<file path="src/rtl/seg_arith_pkg.sv">
package seg_arith_pkg;
  localparam int LUT_K        = 4;
  localparam int LUT_ENTRIES  = 1 << LUT_K;
  localparam int POS_PER_CELL = 2;

  typedef struct packed {
    logic x;
    logic y;
  } operand_pair_t;
endpackage

</file>
<file path="src/rtl/lut_cell.sv">
module lut_cell #(
  parameter int K = 4
) (
  input  logic [(1<<K)-1:0] mask,
  input  logic [K-1:0]      sel,
  output logic              y
);
  assign y = mask[sel];
endmodule

</file>
<file path="src/rtl/carry_sel_pair.sv">
module carry_sel_pair #(
  parameter int W = 2
) (
  input  logic [W-1:0] x,
  input  logic [W-1:0] y,
  input  logic [W-1:0] act,
  input  logic         cin,
  output logic [W-1:0] s,
  output logic         cout
);
  logic [1:0][W-1:0] s_alt;
  logic [1:0]        c_alt;

  always_comb begin
    for (int k = 0; k < 2; k++) begin
      logic c;
      c = k[0];
      for (int i = 0; i < W; i++) begin
        if (act[i]) begin
          s_alt[k][i] = x[i] ^ y[i] ^ c;
          c           = (x[i] & y[i]) | (c & (x[i] ^ y[i]));
        end else begin
          s_alt[k][i] = 1'b0;
        end
      end
      c_alt[k] = c;
    end
  end

  assign s    = cin ? s_alt[1] : s_alt[0];
  assign cout = cin ? c_alt[1] : c_alt[0];
endmodule

</file>
<file path="src/rtl/seg_arith_chain.sv">
module seg_arith_chain
  import seg_arith_pkg::*;
#(
  parameter int N_CELLS        = 10,
  parameter int ALT_START_CELL = 5,
  parameter int HALF_CELLS     = 5,
  localparam int NBIT     = N_CELLS * POS_PER_CELL,
  localparam int ALT_POS  = ALT_START_CELL * POS_PER_CELL,
  localparam int HALF_POS = HALF_CELLS * POS_PER_CELL
) (
  input  logic                        clk,
  input  logic                        rst,
  input  logic [NBIT*LUT_K-1:0]       lut_in,
  input  logic [NBIT*LUT_ENTRIES-1:0] mask_x,
  input  logic [NBIT*LUT_ENTRIES-1:0] mask_y,
  input  logic                        carry_in,
  input  logic                        sub_en,
  input  logic                        start_hi,
  input  logic                        half_mode,
  input  logic                        clk_en,
  input  logic                        sync_clr,
  input  logic                        cnt_en,
  input  logic                        cnt_down,
  output logic [NBIT-1:0]             sum_q,
  output logic                        cout_q
);
  operand_pair_t [NBIT-1:0] lut_op;
  logic [NBIT-1:0]          op_x, op_y, act, sum_d;
  logic [N_CELLS:0]         chain_c;

  // Pre-adder lookups, one pair per adder position
  for (genvar p = 0; p < NBIT; p++) begin : g_pos
    lut_cell #(.K(LUT_K)) u_lut_x (
      .mask (mask_x[p*LUT_ENTRIES +: LUT_ENTRIES]),
      .sel  (lut_in[p*LUT_K +: LUT_K]),
      .y    (lut_op[p].x)
    );
    lut_cell #(.K(LUT_K)) u_lut_y (
      .mask (mask_y[p*LUT_ENTRIES +: LUT_ENTRIES]),
      .sel  (lut_in[p*LUT_K +: LUT_K]),
      .y    (lut_op[p].y)
    );
    assign act[p] = (start_hi ? (p >= ALT_POS) : 1'b1) &&
                    (half_mode ? (p < HALF_POS) : 1'b1);
  end

  // Operand selection: counter feedback or lookup results
  always_comb begin
    for (int p = 0; p < NBIT; p++) begin
      if (cnt_en) begin
        op_x[p] = sum_q[p];
        op_y[p] = cnt_down;
      end else begin
        op_x[p] = lut_op[p].x;
        op_y[p] = lut_op[p].y ^ sub_en;
      end
    end
    chain_c[0] = cnt_en ? ~cnt_down : (sub_en | carry_in);
  end

  // Carry-select pairs, one per cell
  for (genvar j = 0; j < N_CELLS; j++) begin : g_cell
    carry_sel_pair #(.W(POS_PER_CELL)) u_pair (
      .x    (op_x[j*POS_PER_CELL +: POS_PER_CELL]),
      .y    (op_y[j*POS_PER_CELL +: POS_PER_CELL]),
      .act  (act[j*POS_PER_CELL +: POS_PER_CELL]),
      .cin  (chain_c[j]),
      .s    (sum_d[j*POS_PER_CELL +: POS_PER_CELL]),
      .cout (chain_c[j+1])
    );
  end

  always_ff @(posedge clk) begin
    if (rst) begin
      sum_q  <= '0;
      cout_q <= 1'b0;
    end else if (clk_en) begin
      if (sync_clr) begin
        sum_q  <= '0;
        cout_q <= 1'b0;
      end else begin
        sum_q  <= sum_d;
        cout_q <= chain_c[N_CELLS];
      end
    end
  end
endmodule

</file>
<file path="config.mk">
export PLATFORM = sky130hd
export DESIGN_NAME = seg_arith_chain
export DESIGN_NICKNAME = d
export VERILOG_FILES = /design/src/rtl/seg_arith_pkg.sv /design/src/rtl/lut_cell.sv /design/src/rtl/carry_sel_pair.sv /design/src/rtl/seg_arith_chain.sv
export SDC_FILE = /design/constraint.sdc
export NUM_CORES = 1
export LEC_CHECK = 0
export BUFFER_PORTS_ARGS = -buffer_cell sky130_fd_sc_hd__buf_2
export CAP_MARGIN = 0
export CORE_AREA = 4 4 292 294
export CTS_BUF_LIST = sky130_fd_sc_hd__clkbuf_2 sky130_fd_sc_hd__clkbuf_4 sky130_fd_sc_hd__clkbuf_8
export DETAILED_ROUTE_END_ITERATION = 8
export DIE_AREA = 0 0 296 298
export GPL_ROUTABILITY_DRIVEN = 1
export PLACE_DENSITY_LB_ADDON = 0.3
export SLEW_MARGIN = 40
export SYNTH_ARGS = -nofsm -noshare
export SYNTH_HDL_FRONTEND = slang
export SYNTH_SLANG_ARGS = --single-unit
</file>
<file path="constraint.sdc">
create_clock -name clk -period 5.2 [get_ports clk]
set_clock_uncertainty 0.05 [all_clocks]
set_input_delay 1.04 -clock clk [delete_from_list [all_inputs] [get_ports clk]]
set_output_delay 1.04 -clock clk [all_outputs]
set_load 0.02 [all_outputs]
</file>
Word level (Yosys, flattened, before mapping)
Cells that the tools add are included.
{"block": "classes", "n_mux": 223, "magnitude_cmp": 20, "bitwise_logic": 142}
{"cell": "$mux 1", "n": 172}
{"cell": "$bmux 1 s4", "n": 40}
{"cell": "$lt 4x5->1 const B", "n": 20}
{"cell": "$xor 1x1->1", "n": 60}
{"cell": "$and 1x1->1", "n": 40}
{"cell": "$or 1x1->1", "n": 31}
{"cell": "$mux 2", "n": 10}
{"cell": "$mux 20", "n": 1}
{"cell": "$not 1->1", "n": 11}
{"block": "word_totals", "input_bits": 730, "output_inout_bits": 21, "register_bits": 21, "word_cells": 387}

Longest topological paths before layout
{"block": "depth", "word_depth": 21, "mapped_depth": 17, "ltp_nobuf": 15}

By module
From an unflattened synthesis, not the netlist that was laid out.
{"block": "unflattened", "cells_unflattened": 586, "hier_area_um2": 8102.8}
{"mod": "lut_cell", "instances": 40, "cells_each": 7, "area_per_inst_um2": 135.1, "seq_area_each_um2": 0.0}
{"mod": "seg_arith_chain", "instances": 1, "cells_each": 166, "area_per_inst_um2": 1571.5, "seq_area_each_um2": 420.4}
{"mod": "carry_sel_pair", "instances": 10, "cells_each": 14, "area_per_inst_um2": 112.6, "seq_area_each_um2": 0.0}

Worst setup path before layout
No wires, ideal clock.
{"block": "synth_path", "kind": "input port to flip-flop", "startpoint": "input lut_in[16]", "endpoint": "register sum_q[16]", "stages": 16, "required_ns": 5.033, "t_arrival_ns": 4.942, "n_path_buf": 1, "setup_slack_ns": 0.091, "setup_ns": 0.117, "cell_sequence": "buf_2 > mux4_2 > mux4_2 > xor2_1 > o21a_1 > inv_1 > ha_1 > nor2b_1 > fa_1 > nor2b_1 > o21a_1 > nor4_2 > o21ai_1 > o211a_1 > or3_1 > a32o_1"}
{"block": "synth_between", "elab_chain_cells": 18, "word_cells_on_any_way": 26, "classes_between": "mux: 18; bitwise: 8"}
{"item": "start, declared", "line": "seg_arith_chain.sv:13", "text": "input logic [NBIT*LUT_K-1:0] lut_in,"}
{"item": "$bmux 1 s4", "line": "lut_cell.sv:8", "text": "assign y = mask[sel];"}
{"item": "$mux 1 (implied by the code)", "line": "lut_cell.sv:8"}
{"item": "$xor 1x1->1", "line": "seg_arith_chain.sv:55", "text": "op_y[p] = lut_op[p].y ^ sub_en;"}
{"item": "$mux 1", "line": "seg_arith_chain.sv:50", "text": "if (cnt_en) begin"}
{"item": "$and 1x1->1 / $xor 1x1->1 (equally long branches)"}
{"item": "$or 1x1->1", "line": "carry_sel_pair.sv:21", "text": "c = (x[i] & y[i]) | (c & (x[i] ^ y[i]));"}
{"item": "$mux 1", "line": "carry_sel_pair.sv:19", "text": "if (act[i]) begin"}
{"item": "$and 1x1->1", "line": "carry_sel_pair.sv:21"}
{"item": "$or 1x1->1", "line": "carry_sel_pair.sv:21"}
{"item": "$mux 1", "line": "carry_sel_pair.sv:19"}
{"item": "$mux 1 * (6 in series)", "line": "carry_sel_pair.sv:31", "text": "assign cout = cin ? c_alt[1] : c_alt[0];"}
{"item": "$mux 2 *", "line": "carry_sel_pair.sv:30", "text": "assign s = cin ? s_alt[1] : s_alt[0];"}
{"item": "$mux 20 *", "line": "seg_arith_chain.sv:78", "text": "if (sync_clr) begin"}
{"item": "end signal, assigned", "line": "seg_arith_chain.sv:82", "text": "sum_q <= sum_d;"}
{"item": "end, declared", "line": "seg_arith_chain.sv:24", "text": "output logic [NBIT-1:0] sum_q,"}
Every way passes the cells marked *; elsewhere a longest branch is shown, timed or not. The select of a mux whose other input is x is not followed.
A chain may end at the register's enable or synchronous reset.

Worst setup path in the final report
{"block": "layout_path", "startpoint": "input lut_in[16]", "endpoint": "register cout_q"}
{"block": "layout_between", "elab_chain_cells": 19, "word_cells_on_any_way": 27, "classes_between": "mux: 19; bitwise: 8"}
{"item": "$bmux 1 s4", "line": "lut_cell.sv:8"}
{"item": "$mux 1 (implied by the code)", "line": "lut_cell.sv:8"}
{"item": "$xor 1x1->1", "line": "seg_arith_chain.sv:55"}
{"item": "$mux 1", "line": "seg_arith_chain.sv:50"}
{"item": "$and 1x1->1 / $xor 1x1->1 (equally long branches)"}
{"item": "$or 1x1->1", "line": "carry_sel_pair.sv:21"}
{"item": "$mux 1", "line": "carry_sel_pair.sv:19"}
{"item": "$and 1x1->1", "line": "carry_sel_pair.sv:21"}
{"item": "$or 1x1->1", "line": "carry_sel_pair.sv:21"}
{"item": "$mux 1", "line": "carry_sel_pair.sv:19"}
{"item": "$mux 1 * (8 in series)", "line": "carry_sel_pair.sv:31"}
{"item": "$mux 1 *", "line": "seg_arith_chain.sv:78"}
{"item": "end signal, assigned", "line": "seg_arith_chain.sv:83", "text": "cout_q <= chain_c[N_CELLS];"}
{"item": "end, declared", "line": "seg_arith_chain.sv:25", "text": "output logic cout_q"}
Marked as above.

==> impl_results.md <==
- Syn Std Cell Area: around 0.0076 mm2
- Wire per inst: a little over 20 um
- DRC: 0
- GRT overflow: 0
- Core region area: 0.0829 mm2
- Crit path required time: 5.31 ns
- Worst-margin pin slew: 0.771 ns
- Seq/Total Area, Yosys: 5.55%
- Top cells by count, synth: mux4_2, inv_1, clkbuf_1
- Most common cell in the netlist: mux4_2
- Routed Antenna Nets: 0
- Min Tclk post-route: a little over 5 ns
- Die Height: roughly 300 um
- CTS tree: yes
- Clock Sink Count: 21
- Vias: about 8,900
- Number of synthesized flops with an enable pin: 0
- Synth unique cells: 57
- Slew Limit Fails: 0
- Share of cells above drive strength 1: around 77%
- Antenna violations before repair: 30
- Clk pwr share: slightly below 8%
- Net Count, Synth: 1,358
- Clk Latency, worst-skew pair: ~0.28 ns
- Row cnt: approximately 110
- Leak: ~6 nW
- Cell-internal power: 0.942 mW
- Final WL: 48,900 um
- WS Path Type: in2reg
- CTS clk-pin slew, worst paths: 0.10 ns
- Clk root buf: clkbuf_8
- Max Cap Violations: 0
- # setup viols final: 0
- Initial Util: a little under a tenth
- Critical path capture point type: register
- Number of global-route vias before repair: just over 10,000
- Final Cycle Share: a little over nine tenths
- Top cell type's share of synthesized area: roughly three fifths
- PnR worst setup slack: approximately 0.16 ns
- DP Wirelength: ~46,000 um
- Post-Place Setup Slack: -0.271 ns
- First-pass GRT wire length: approximately 66,000 um
- Ys async rst share: 0%
- Yosys warns: 0
- Via-to-Cell Ratio: about 3.7
- Area growth syn-to-layout: 70.3%
- Crit Path Max Fanout: 5
- Initial DRC count: between 300 and 400
- GRT Total Usage: 10.3%
- Clk buf depth: 2
- Fmax: roughly 200 MHz
- Fin. Hold Viols: 0
- H-Tree Depth: 1
- Crit start category: input pin
- Worst hold margin: about 0.43 ns
- Sequential share of power: between 10 and 15%
- Die width: roughly 300 um
- Nets: between 2,000 and 2,500
- Status: complete, no violations
- Peak supply drop: between 0.06 and 0.07 mV
- I/O pin total: roughly 750
- Pwr dens: 124 mW/mm2
- GPL Wtd Cong: 0.936
- Cell taking the most area after synthesis: mux4_2
- Die area: between 0.08 and 0.09 mm2
- #FFs+latches synth: 21
- Largest net degree at the start of global routing: 25
- Core Util, Final: between 10% and 20%
- Comb pwr share: 80.9%
- Area contributors post-synth: mux4_2, dfxtp_1, fa_1
- CTS Hold Bufs: 0
- Switching Share: between 40% and 50%
- PortBufs: 750
- Synth Flop Type: dfxtp_1
- Cell count after synthesis: roughly 590
- Total CTS buffers: 3
- Relative slew slack: 48.2%
- Hold Crit Class: reg2reg
- Syn_area_per_cell: around 13 um2
- Crit path DAT: about 5 ns
- P_sw: between 0.6 and 0.7 mW
- DRT Pass-1 Iters: 7
cells in the final DEF, fill, tap and decap left out, types with 3 or more instances in the layout:
cell | synthesis | final
o21ai_0 | 10 | 10
a32o_1 | 3 | 3
or3_1 | 6 | 6
buf_4 | 1 | 45
xnor2_1 | 3 | 3
inv_1 | 45 | 45
xor2_1 | 25 | 25
nor2_1 | 23 | 22
diode_2 | 0 | 9
ha_1 | 20 | 20
o21a_1 | 22 | 21
o211ai_1 | 3 | 3
mux2i_1 | 18 | 18
fa_1 | 20 | 19
nand2_1 | 23 | 23
a22oi_1 | 4 | 4
buf_2 | 21 | 747
mux2_2 | 6 | 6
nand2b_1 | 13 | 13
nor3_1 | 3 | 3
clkbuf_8 | 0 | 3
nor2b_1 | 11 | 10
dfxtp_1 | 21 | 21
mux4_2 | 200 | 200
a21oi_1 | 8 | 8
nand3_1 | 4 | 4
worst paths after layout:
kind,depth (start not counted),start,end,slack (ns)
worst max-delay path,18,lut_in[16],cout_q,0.16
worst min-delay path,2,sum_q[9],sum_q[9],0.43
worst max register to register,13,sum_q[4],cout_q,1.97
worst min register to register,2,sum_q[9],sum_q[9],0.43
sequential cells by signal, indices dropped and copies added (netlist names):
signal	count
cout_q	1
sum_q	20
power groups by stage:
| stage | Combinational [mW] | Clock (mW) | Sequential, mW |
|---|---|---|---|
| after floorplan | 0.699 | 0 | 0.196 |
| after global placement | 1.29 | 0 | 0.186 |
| after detailed placement | 1.31 | 0 | 0.186 |
| after CTS | 1.31 | 0.135 | 0.183 |
| after global routing | 1.43 | 0.137 | 0.184 |
| final | 1.29 | 0.123 | 0.182 |
metrics by stage:
step	TNS, ns	instances	power, mW	area (um2)
final	0	2420	1.60	12900
after global routing	-0.00297	2419	1.75	12900
after CTS	0	2408	1.63	12800
after detailed placement	-1.62	2404	1.49	12800
after global placement	-1.28	2404	1.47	12800
after floorplan	0	588	0.894	7580
critical path, cell delays in order:
cell and delay, ns:
buf_4 0.15, mux4_2 0.57, mux4_2 0.51, xor2_1 0.16, o21a_1 0.14, inv_1 0.05, ha_1 0.19, nor2b_1 0.14
fa_1 0.47, buf_4 0.17, nor2b_2 0.21, nor4b_4 0.10, o22a_1 0.26, buf_4 0.15, or2_2 0.28, a31o_2 0.25
o221ai_1 0.17, o311ai_1 0.12
cells by family after synthesis:
family          count (synthesis)  share of synthesized area, %
mux                           225                          62.9
buf+inv                       102                          5.45
simple gates                   97                          6.92
compound gates                 75                          7.37
fa+ha+maj                      40                          8.59
xor+xnor                       28                          3.24
flops                          21                          5.55
area by class of cell:
| cell class | instances | area (um2) |
|---|---|---|
| inverter | 46 | 173 |
| fill | 9355 | 70000 |
| antenna | 9 | 22.5 |
| clock inverter | 1 | 5.00 |
| clock buffer | 3 | 41.3 |
| multi-input combinational | 465 | 6780 |
| timing repair buffer | 795 | 4110 |
| sequential | 21 | 420 |
| tap | 1080 | 1350 |
layer usage:
| metal | GRT usage, % | up-vias | routed length, um |
|---|---|---|---|
| li1 | - | 3947 | - |
| met1 | 11.0 | 4331 | 17300 |
| met2 | 19.6 | 520 | 25600 |
| met3 | 3.03 | 62 | 4650 |
| met4 | 2.48 | 18 | 1150 |
| met5 | 0 | - | 115 |
what timing repair did:
action | CTS | global route
setup buffers | 0 | 3
gates resized for setup | 0 | 12
setup endpoints to repair | 0 | 8
hold endpoints to repair | 0 | 0
(Power assumes the default switching activity.)
